### config.mk
export PLATFORM = sky130hd
export DESIGN_NAME = pageXlatCache
export DESIGN_NICKNAME = d
export VERILOG_FILES = /design/src/rtl/pxcPkg.sv /design/src/rtl/pxcStore.sv /design/src/rtl/pxcCtrl.sv /design/src/rtl/pageXlatCache.sv
export SDC_FILE = /design/constraint.sdc
export NUM_CORES = 2
export LEC_CHECK = 0
export BUFFER_PORTS_ARGS = -buffer_cell sky130_fd_sc_hd__buf_2
export CORE_MARGIN = 5
export CORE_UTILIZATION = 45
export DETAILED_ROUTE_END_ITERATION = 8
export PLACE_DENSITY = 0.64
export SETUP_SLACK_MARGIN = 0.05
export SYNTH_ARGS = -nofsm -noshare
export SYNTH_HDL_FRONTEND = slang
export SYNTH_HIERARCHICAL = 1
export SYNTH_SLANG_ARGS = --single-unit
export TNS_END_PERCENT = 5
### constraint.sdc
create_clock -name clk -period 10.2 [get_ports clk]
set_input_delay 2.55 -clock clk [delete_from_list [all_inputs] [get_ports clk]]
set_output_delay 2.55 -clock clk [all_outputs]
set_load 0.01 [all_outputs]
### src/rtl/pxcPkg.sv
package pxcPkg;
  parameter int unsigned PAGE_W  = 20;
  parameter int unsigned FRAME_W = 20;
  parameter int unsigned SETS    = 8;
  // The replacement tree below is written for four ways.
  parameter int unsigned WAYS    = 4;

  localparam int unsigned IDX_W = $clog2(SETS);
  localparam int unsigned TAG_W = PAGE_W - IDX_W;
  localparam int unsigned LRU_W = WAYS - 1;

  typedef struct packed {
    logic               user;
    logic               writable;
    logic               dirty;
    logic [FRAME_W-1:0] frame;
  } entryAttrT;

  typedef struct packed {
    logic             flushAll;
    logic             fillWe;
    logic [IDX_W-1:0] fillSet;
    logic [WAYS-1:0]  fillWayOh;
    logic             invWe;
    logic [IDX_W-1:0] invSet;
    logic [WAYS-1:0]  invWayOh;
  } strobeT;
endpackage

### src/rtl/pxcStore.sv
module pxcStore
  import pxcPkg::*;
(
  input  logic              clk,
  input  logic              rstN,
  input  strobeT            strb,
  input  logic [PAGE_W-1:0] lookupPage,
  input  logic [PAGE_W-1:0] fillPage,
  input  logic [PAGE_W-1:0] invPage,
  input  entryAttrT         fillAttr,
  output logic [WAYS-1:0]   lookupMatch,
  output logic [WAYS-1:0]   fillMatch,
  output logic [WAYS-1:0]   invMatch,
  output logic [WAYS-1:0]   fillSetValid,
  output entryAttrT         lookupAttr
);
  logic [WAYS-1:0]  validQ [SETS];
  logic [TAG_W-1:0] tagQ   [SETS][WAYS];
  entryAttrT        attrQ  [SETS][WAYS];

  logic [IDX_W-1:0] lookupSet, fillSet, invSet;
  logic [TAG_W-1:0] lookupTag, fillTag, invTag;

  assign lookupSet = lookupPage[IDX_W-1:0];
  assign lookupTag = lookupPage[PAGE_W-1:IDX_W];
  assign fillSet   = fillPage[IDX_W-1:0];
  assign fillTag   = fillPage[PAGE_W-1:IDX_W];
  assign invSet    = invPage[IDX_W-1:0];
  assign invTag    = invPage[PAGE_W-1:IDX_W];

  // Parallel tag compare, one comparator per way and per port
  for (genvar w = 0; w < WAYS; w++) begin : gWay
    assign lookupMatch[w]  = validQ[lookupSet][w] && (tagQ[lookupSet][w] == lookupTag);
    assign fillMatch[w]    = validQ[fillSet][w]   && (tagQ[fillSet][w]   == fillTag);
    assign invMatch[w]     = validQ[invSet][w]    && (tagQ[invSet][w]    == invTag);
    assign fillSetValid[w] = validQ[fillSet][w];
  end

  // AND-OR result mux: at most one way matches
  always_comb begin
    lookupAttr = '0;
    for (int w = 0; w < WAYS; w++) begin
      if (lookupMatch[w]) lookupAttr = lookupAttr | attrQ[lookupSet][w];
    end
  end

  // Valid bits: reset and flush clear all
  always_ff @(posedge clk or negedge rstN) begin
    if (!rstN) begin
      for (int s = 0; s < SETS; s++) validQ[s] <= '0;
    end else if (strb.flushAll) begin
      for (int s = 0; s < SETS; s++) validQ[s] <= '0;
    end else begin
      if (strb.invWe)  validQ[strb.invSet]  <= validQ[strb.invSet] & ~strb.invWayOh;
      if (strb.fillWe) validQ[strb.fillSet] <= validQ[strb.fillSet] | strb.fillWayOh;
    end
  end

  always_ff @(posedge clk) begin
    if (strb.fillWe) begin
      for (int w = 0; w < WAYS; w++) begin
        if (strb.fillWayOh[w]) begin
          tagQ[strb.fillSet][w]  <= fillTag;
          attrQ[strb.fillSet][w] <= fillAttr;
        end
      end
    end
  end

  logic anyValid;
  always_comb begin
    anyValid = 1'b0;
    for (int s = 0; s < SETS; s++) anyValid = anyValid | (|validQ[s]);
  end

  AST_FLUSH_EMPTIES: assert property (@(posedge clk) disable iff (!rstN)
    strb.flushAll |=> !anyValid);
  AST_FILL_LANDS: assert property (@(posedge clk) disable iff (!rstN)
    strb.fillWe |=> ((validQ[$past(strb.fillSet)] & $past(strb.fillWayOh)) != '0));
  AST_INV_CLEARS: assert property (@(posedge clk) disable iff (!rstN)
    strb.invWe |=> ((validQ[$past(strb.invSet)] & $past(strb.invWayOh)) == '0));
  AST_NO_DUPLICATE: assert property (@(posedge clk) disable iff (!rstN)
    $onehot0(lookupMatch));
endmodule

### src/rtl/pxcCtrl.sv
module pxcCtrl
  import pxcPkg::*;
(
  input  logic             clk,
  input  logic             rstN,
  input  logic             lookupValid,
  input  logic [IDX_W-1:0] lookupSet,
  input  logic             lookupWrite,
  input  logic             lookupUser,
  input  logic             fillValid,
  input  logic [IDX_W-1:0] fillSet,
  input  logic             flushAll,
  input  logic             invValid,
  input  logic [IDX_W-1:0] invSet,
  input  logic [WAYS-1:0]  lookupMatch,
  input  logic [WAYS-1:0]  fillMatch,
  input  logic [WAYS-1:0]  invMatch,
  input  logic [WAYS-1:0]  fillSetValid,
  input  logic             entryDirty,
  input  logic             entryUser,
  input  logic             entryWritable,
  output strobeT           strb,
  output logic             hit,
  output logic             miss,
  output logic             dirtyMiss,
  output logic             accessDenied
);
  logic [LRU_W-1:0] lruQ [SETS];
  logic [WAYS-1:0]  fillWayOh;
  logic             lookupAny, dirtyBlock;

  function automatic logic [WAYS-1:0] treeVictim(input logic [LRU_W-1:0] t);
    if (!t[0]) return t[1] ? 4'b0010 : 4'b0001;
    else       return t[2] ? 4'b1000 : 4'b0100;
  endfunction

  function automatic logic [LRU_W-1:0] treeTouch(input logic [LRU_W-1:0] t,
                                                 input logic [WAYS-1:0] oh);
    logic [LRU_W-1:0] n;
    n = t;
    if (oh[0]) begin n[0] = 1'b1; n[1] = 1'b1; end
    if (oh[1]) begin n[0] = 1'b1; n[1] = 1'b0; end
    if (oh[2]) begin n[0] = 1'b0; n[2] = 1'b1; end
    if (oh[3]) begin n[0] = 1'b0; n[2] = 1'b0; end
    return n;
  endfunction

  // Lookup result
  assign lookupAny    = |lookupMatch;
  assign dirtyBlock   = lookupValid && lookupAny && lookupWrite && !entryDirty;
  assign hit          = lookupValid && lookupAny && !dirtyBlock;
  assign miss         = lookupValid && !hit;
  assign dirtyMiss    = dirtyBlock;
  assign accessDenied = hit && lookupUser && (!entryUser || (lookupWrite && !entryWritable));

  // Way choice: existing entry, then lowest invalid way, then tree victim
  always_comb begin
    logic found;
    found     = 1'b0;
    fillWayOh = '0;
    if (|fillMatch) begin
      fillWayOh = fillMatch;
    end else if (!(&fillSetValid)) begin
      for (int w = 0; w < WAYS; w++) begin
        if (!found && !fillSetValid[w]) begin
          fillWayOh[w] = 1'b1;
          found        = 1'b1;
        end
      end
    end else begin
      fillWayOh = treeVictim(lruQ[fillSet]);
    end
  end

  // Strobes to the store; flush and invalidate win over a fill
  always_comb begin
    strb.flushAll  = flushAll;
    strb.invWe     = invValid && (|invMatch) && !flushAll;
    strb.invSet    = invSet;
    strb.invWayOh  = invMatch;
    strb.fillWe    = fillValid && !flushAll && !invValid;
    strb.fillSet   = fillSet;
    strb.fillWayOh = fillWayOh;
  end

  always_ff @(posedge clk or negedge rstN) begin
    if (!rstN) begin
      for (int s = 0; s < SETS; s++) lruQ[s] <= '0;
    end else begin
      for (int s = 0; s < SETS; s++) begin
        if (strb.fillWe && (fillSet == IDX_W'(s)))
          lruQ[s] <= treeTouch(lruQ[s], fillWayOh);
        else if (hit && (lookupSet == IDX_W'(s)))
          lruQ[s] <= treeTouch(lruQ[s], lookupMatch);
      end
    end
  end

  AST_FILL_INVALID_FIRST: assert property (@(posedge clk) disable iff (!rstN)
    (strb.fillWe && !(|fillMatch) && !(&fillSetValid)) |-> ((fillWayOh & fillSetValid) == '0));
  AST_FILL_ONE_WAY: assert property (@(posedge clk) disable iff (!rstN)
    strb.fillWe |-> ($countones(fillWayOh) == 1));
  AST_DENIED_NEEDS_USER: assert property (@(posedge clk) disable iff (!rstN)
    accessDenied |-> (lookupUser && hit));
endmodule

### src/rtl/pageXlatCache.sv
module pageXlatCache
  import pxcPkg::*;
(
  input  logic               clk,
  input  logic               rstN,
  input  logic               lookupValid,
  input  logic [PAGE_W-1:0]  lookupPage,
  input  logic               lookupWrite,
  input  logic               lookupUser,
  output logic               hit,
  output logic               miss,
  output logic               dirtyMiss,
  output logic               accessDenied,
  output logic [FRAME_W-1:0] hitFrame,
  output logic               hitUser,
  output logic               hitWritable,
  input  logic               fillValid,
  input  logic [PAGE_W-1:0]  fillPage,
  input  logic [FRAME_W-1:0] fillFrame,
  input  logic               fillUser,
  input  logic               fillWritable,
  input  logic               fillDirty,
  input  logic               flushAll,
  input  logic               invValid,
  input  logic [PAGE_W-1:0]  invPage
);
  strobeT          strb;
  entryAttrT       fillAttr, lookupAttr;
  logic [WAYS-1:0] lookupMatch, fillMatch, invMatch, fillSetValid;

  assign fillAttr = '{user: fillUser, writable: fillWritable, dirty: fillDirty, frame: fillFrame};

  pxcStore i_store (
    .clk, .rstN, .strb,
    .lookupPage, .fillPage, .invPage, .fillAttr,
    .lookupMatch, .fillMatch, .invMatch, .fillSetValid, .lookupAttr
  );

  pxcCtrl i_ctrl (
    .clk, .rstN,
    .lookupValid, .lookupSet(lookupPage[IDX_W-1:0]), .lookupWrite, .lookupUser,
    .fillValid, .fillSet(fillPage[IDX_W-1:0]),
    .flushAll, .invValid, .invSet(invPage[IDX_W-1:0]),
    .lookupMatch, .fillMatch, .invMatch, .fillSetValid,
    .entryDirty(lookupAttr.dirty), .entryUser(lookupAttr.user),
    .entryWritable(lookupAttr.writable),
    .strb, .hit, .miss, .dirtyMiss, .accessDenied
  );

  assign hitFrame    = lookupAttr.frame;
  assign hitUser     = lookupAttr.user;
  assign hitWritable = lookupAttr.writable;
endmodule

# [Word level (Yosys, flattened, before mapping)]
# Memory sizes are Yosys's and may differ from the RTL's.
# Cells that the tools add are included.
[word_totals] ram_bits=1280 inputBits=91 out_inout_bits=26 wordCells=302 memories=2 reg_bits=56
[mem_list] memory="i_store.attrQ" depth=8 word_bits=92 rd=1 rd_clocked_by_memory_dff=0 wr=1 line_no="pxcStore.sv:19" text="entryAttrT attrQ [SETS][WAYS];"
[mem_list] memory="i_store.tagQ" depth=8 word_bits=68 rd=3 rd_clocked_by_memory_dff=0 wr=1 line_no="pxcStore.sv:18" text="logic [TAG_W-1:0] tagQ [SETS][WAYS];"
[classes] n_bitwise=9 n_lt_le_gt_ge=5 n_eq_ne=50 muxes=83 reduce_logical=121
[op_table] operator="== test 17 bit" n=12
[op_table] operator="2-to-1 mux 32 bit" n=4
[op_table] operator="2-to-1 mux 23 bit" n=4
[op_table] operator="AND reduction 3 bit" n=24
[op_table] operator="bitwise OR 23 bit" n=3
[op_table] operator="bitwise mux 32 bit" n=2
[op_table] operator="2-to-1 mux 3 bit" n=18
[op_table] operator="2-to-1 mux 4 bit" n=12
[op_table] operator="!= test 3 x 1 -> 1 bit (second input constant)" n=16
[op_table] operator="nonzero test 3 bit" n=16
[op_table] operator="logical AND 1 bit" n=45
[op_table] operator="!= test 5 x 1 -> 1 bit (second input constant)" n=8
[op_table] operator="nonzero test 5 bit" n=8
[op_table] operator="binary-select mux 4 bit (select 3 bit)" n=3
[op_table] operator="2-to-1 mux 1 bit" n=32
[op_table] operator="demux 4 bit (select 3 bit)" n=2
[op_table] operator="== test 3 bit (second input constant)" n=8
[op_table] operator="nonzero test 2 bit" n=8
[op_table] operator="logical NOT 1 bit" n=13
[op_table] operator="== test 3 x 2 -> 1 bit (second input constant)" n=4
[op_table] operator="greater-or-equal comparator 4 bit (second input constant)" n=3
[op_table] operator="inverter 3 -> 4 bit" n=3
[op_table] operator="OR reduction 4 bit" n=3
[op_table] operator="2-to-1 mux 2 bit" n=5
[op_table] operator="9 further kinds" n=12

# [Logic depth before layout (Yosys ltp)]
[depth] depth_word=27 mapped_depth=21 mapped_depth_nobuf=14

# [Modules after synthesis]
# Netlist, hierarchy kept.
[modules_own_cells] module="pxcStore" n_inst=1 seq_area_each_um2=39237.6 area_each_um2=62326.0 cells_per_inst=3199
[modules_own_cells] module="pxcCtrl" n_inst=1 seq_area_each_um2=600.6 area_each_um2=1931.9 cells_per_inst=229

# [Least setup slack after synthesis]
# No wires, ideal clock.
[synth_timing] kind="in2out" start="input lookupPage[1]" end="output accessDenied" setup_slack_ns=2.204 path_buffers=5 stages=14 required_time_ns=7.650 t_arrival_ns=5.446 cell_sequence="buf_6 buf_8 buf_6 buf_2 mux4_2 mux2i_1 xor2_1 nand4_1 nor4_4 buf_6 and2_1 o41ai_2 nor2_1 and3_1"
[synth_via] elab_cells_between_ends=34 classes_between="eq/ne (4); mux (7); bitwise (4); reduce/logical (17); memory (2)"
[synth_lines] element="from (decl)" line_no="pageXlatCache.sv:7" text="input logic [PAGE_W-1:0] lookupPage,"
[synth_lines] element="branches (longest 4 deep; another with memory (8 x 68 bit))"
[synth_lines] element="logical AND 1 bit (*)" line_no="pxcStore.sv:33" text="assign lookupMatch[w] = validQ[lookupSet][w] && (tagQ[lookupSet][w] == lookupTag);"
[synth_lines] element="named net lookupMatch[3]" line_no="pageXlatCache.sv:29" text="logic [WAYS-1:0] lookupMatch, fillMatch, invMatch, fillSetValid;"
[synth_lines] element="OR reduction 4 bit" line_no="pxcCtrl.sv:49" text="assign lookupAny = |lookupMatch;"
[synth_lines] element="logical AND 1 bit" line_no="pxcCtrl.sv:50, pxcCtrl.sv:51"
[synth_lines] element="logical AND 1 bit (2 in a row)" line_no="pxcCtrl.sv:50" text="assign dirtyBlock = lookupValid && lookupAny && lookupWrite && !entryDirty;"
[synth_lines] element="logical NOT 1 bit" line_no="pxcCtrl.sv:51" text="assign hit = lookupValid && lookupAny && !dirtyBlock;"
[synth_lines] element="logical AND 1 bit (*)" line_no="pxcCtrl.sv:51"
[synth_lines] element="named net hit" line_no="pageXlatCache.sv:10" text="output logic hit,"
[synth_lines] element="logical AND 1 bit (*) (2 in a row)" line_no="pxcCtrl.sv:54" text="assign accessDenied = hit && lookupUser && (!entryUser || (lookupWrite && !entryWritable));"
[synth_lines] element="to (decl)" line_no="pageXlatCache.sv:13" text="output logic accessDenied,"
# Mark *: on every way through the listed nets, which the timed path passes. The select of a mux whose other input is x is not followed.

# [Final worst setup path]
[layout_timing] start="input lookupPage[0]" end="output accessDenied"
[layout_via] elab_cells_between_ends=34 classes_between="eq/ne (4); mux (7); bitwise (4); reduce/logical (17); memory (2)"
[layout_lines] element="branches (longest 4 deep; another with memory (8 x 68 bit))"
[layout_lines] element="logical AND 1 bit (*)" line_no="pxcStore.sv:33"
[layout_lines] element="named net lookupMatch[2]" line_no="pageXlatCache.sv:29"
[layout_lines] element="2-to-1 mux 23 bit" line_no="pxcStore.sv:43" text="if (lookupMatch[w]) lookupAttr = lookupAttr | attrQ[lookupSet][w];"
[layout_lines] element="bitwise OR 23 bit" line_no="pxcStore.sv:43"
[layout_lines] element="2-to-1 mux 23 bit" line_no="pxcStore.sv:43"
[layout_lines] element="logical NOT 1 bit" line_no="pxcCtrl.sv:50"
[layout_lines] element="logical AND 1 bit" line_no="pxcCtrl.sv:50"
[layout_lines] element="logical NOT 1 bit" line_no="pxcCtrl.sv:51"
[layout_lines] element="logical AND 1 bit" line_no="pxcCtrl.sv:51"
[layout_lines] element="logical AND 1 bit" line_no="pxcCtrl.sv:54"
[layout_lines] element="logical AND 1 bit (*)" line_no="pxcCtrl.sv:54"
# Marks and branches as above.

==> metrics <==
EDFF count, synth between 1000 and 1500; predominant post-synthesis flop cell edfxtp_1; clock buffer count from CTS between 100 and 150; Pwr Density between 150 and 200 nW/µm²; WS Path Type in2out; pre-CTS setup slack 0.693 ns; DR vias/cell 6.53; Area Overhead vs Synth 11.4%; routability cong. 0.882; Setup Skew about 0.044 ns; number of clock sinks 1336; worst-path fanout max 73; initial antenna violation count 7; ys async rst share around 4.2%; vias in the first global route about 37000; clk slew on worst S/H paths ~0.050 ns; TritonCTS clock tree yes; Vert. Die Dim around 390 µm; CTS Hold Bufs 0; Clock Tree Buf Depth 3; P_int 0.00931 W; IO Count 117; Max-Cap Viols 0; core area 142000 µm²; LEAKAGE ~23 nW; initial DRC count about 4000; final hold vios 0; average routed wire per standard cell 33.9 µm; post-route setup TNS 0 ns; slew at the pin with the worst max-slew slack 1.29 ns; mapped cell area roughly 64000 µm²; Clock Latency Late Sink just under 0.8 ns; endpoints failing setup 0; first-pass GRT wire length around 270000 µm; die width 388 µm; Seq pwr share between 40% and 50%; post-synthesis sequential area ratio approximately three fifths; post-route setup slack 0.722 ns; Final Non-Filler Cells 5549; unrepaired setup endpoints after global routing false; flops & latches, synth 1336; post-CTS sizing 0; Die Footprint 150000 µm²; DRC 0; Sw Pwr between 0.002 and 0.003 W; layout cells sized above 1 between 30% and 40%; Synth Area per Inst between 15 and 20 µm²; crit path DAT just under 7 ns; relative slew slack between 10% and 20%; largest net degree at the start of global routing 74; status complete, no violations; Placed Cells incl. Taps between 5000 and 6000; Initial Util around 45%; clock share of power between 40% and 50%; GR Overflow Total 0; routed vias roughly 36000; maximum VDD drop 0.177 mV; row count approximately 140; share of power burned in combinational logic ~8%; crit start category primary input; Final Cycle Share slightly above 90%; Final min period approximately 9.5 ns; DP Wirelength around 110000 µm; Post-Syn Instances 3428; Final ANT Viol Nets 0; Yosys warnings 6; fmax 0.106 GHz; Critical Path Sink Type primary output; Total Power around 0.012 W; GRT Overall Usage between 20% and 30%; Synth cell types 73; Max Slew Vio Count 0; Pre-antenna DRT Iters 5; # nets final 3635; Post CTS Setup Buffer Count 0; Port Buf Inserts about 120; Switching Share 23.3%; Critical Path RT approximately 7.7 ns; CTS root buf clkbuf_16; H-tree depth 4; Post-Syn Nets roughly 3500; drt total wl around 190000 µm; Min-Delay Path Class reg2reg
-- logic make-up (layout without fill, tap and decap cells) --
family | Yosys count | in the layout | share of synthesized area (%)
DFF | 1336 | 1336 | 62.0
muxes | 989 | 989 | 27.0
and+or+nand+nor | 399 | 399 | 3.36
buffers and inverters | 263 | 491 | 2.18
AOI/OAI and AO/OA | 247 | 247 | 2.78
xor gates and xnor gates | 194 | 194 | 2.64
other | 0 | 3 | 0
-- path summary, 6_finish.rpt --
kind | to | slack [ns] | cells after the start | startpoint
max | accessDenied | 0.72 | 12 | lookupPage[0]
min | i_ctrl/lruQ[23] | 0.53 | 2 | i_ctrl/lruQ[23]
max reg2reg | i_store/attrQ[0][75] | 4.82 | 9 | i_store/tagQ[7][59]
min reg2reg | i_ctrl/lruQ[23] | 0.53 | 2 | i_ctrl/lruQ[23]
max in group asynchronous | i_ctrl/lruQ[11] | 7.73 | 2 | rstN
min in group asynchronous | i_store/validQ[21] | 1.95 | 2 | rstN
-- critical path: stages --
cell     delay (ns)
buf_8          0.45
buf_12         0.51
mux4_2         0.59
mux2i_1        0.62
xor2_1         0.25
nand4_1        0.16
buf_4          0.39
nor2_1         0.14
o41ai_2        0.55
nor2_1         0.16
and3_1         0.20
buf_2          0.13
-- stage by stage --
| stage | utilization, % | instance area (µm²) | hold slack (ns) |
|---|---|---|---|
| 2_1_floorplan | - | 64300 | 0.475 |
| 3_3_place_gp | 47.2 | 67000 | 0.516 |
| 3_5_place_dp | 47.2 | 67000 | 0.527 |
| 4_1_cts | 50.5 | 71600 | 0.535 |
| 5_1_grt | 50.5 | 71600 | 0.561 |
| 6_report | 50.5 | 71600 | 0.529 |
-- per-layer routing --
| layer | track usage (%) | part of all wire, % | up-vias |
|---|---|---|---|
| met3 | 5.08 | 8.4 | 331 |
| met2 | 40.5 | 49 | 1769 |
| met1 | 33.2 | 39 | 19392 |
| met4 | 8.56 | 3.8 | 2 |
| met5 | 0 | 0.0064 | - |
| li1 | - | - | 14729 |
-- registers in the layout (all words and copies together) (netlist names) --
register        flops
i_store/attrQ     736
i_store/tagQ      544
i_store/validQ     32
i_ctrl/lruQ        24
-- cell usage after synthesis, drive strengths merged, types with 2 or more instances --
cell,instances,area share [%]
nand2,51,0.31
a211o,4,0.055
a221o,2,0.031
dfrtp,56,2.2
xnor2,94,1.3
xor2,100,1.4
a22oi,20,0.24
and2,31,0.30
o41ai,2,0.051
a221oi,8,0.11
or3,7,0.068
clkbuf,84,0.49
nand2b,8,0.078
a21o,5,0.058
nand4,30,0.29
a211oi,31,0.36
mux2,43,0.75
nor3,53,0.45
nor3b,5,0.066
and3,11,0.11
o22a,2,0.027
edfxtp,1280,60
nand4b,3,0.041
o211ai,5,0.058
buf,169,1.6
mux4,589,21
o311ai,23,0.31
nor2b,16,0.16
a32oi,23,0.31
o21ai,29,0.23
o32ai,4,0.055
nor2,76,0.44
mux2i,357,5.6
inv,10,0.058
o22ai,5,0.049
a21oi,50,0.40
or2,6,0.058
nor4,52,0.57
nand3,44,0.34
a22o,15,0.20
a31oi,11,0.11
-- layout by cell type, fill, tap and decap left out, drive strengths merged, types with 43 or more instances in the layout --
cell,count
edfxtp,1280
mux4,589
mux2i,357
buf,222
clkbuf,176
xor2,100
xnor2,94
nor2,76
clkinv,69
dfrtp,56
nor3,53
nor4,52
nand2,51
a21oi,50
nand3,44
mux2,43
-- power by group through the flow --
stage          logic, W  registers (W)  clock network [W]
2_1_floorplan  0.000625        0.00617                  0
3_3_place_gp   0.000962        0.00617                  0
3_5_place_dp   0.000967        0.00617                  0
4_1_cts        0.000970        0.00606            0.00518
5_1_grt         0.00102        0.00606            0.00544
6_report       0.000971        0.00606            0.00511
-- final cells by class --
class	count	area [µm²]
fillers	11318	70200
multi-input cells	1829	23100
repair buffers	223	1600
diodes	3	7.51
clock buffers	175	3780
clock inverters	83	846
well taps	1890	2360
inverters	10	37.5
flip-flops and latches	1336	39800
No activity file was read; power rests on OpenSTA's default activity.
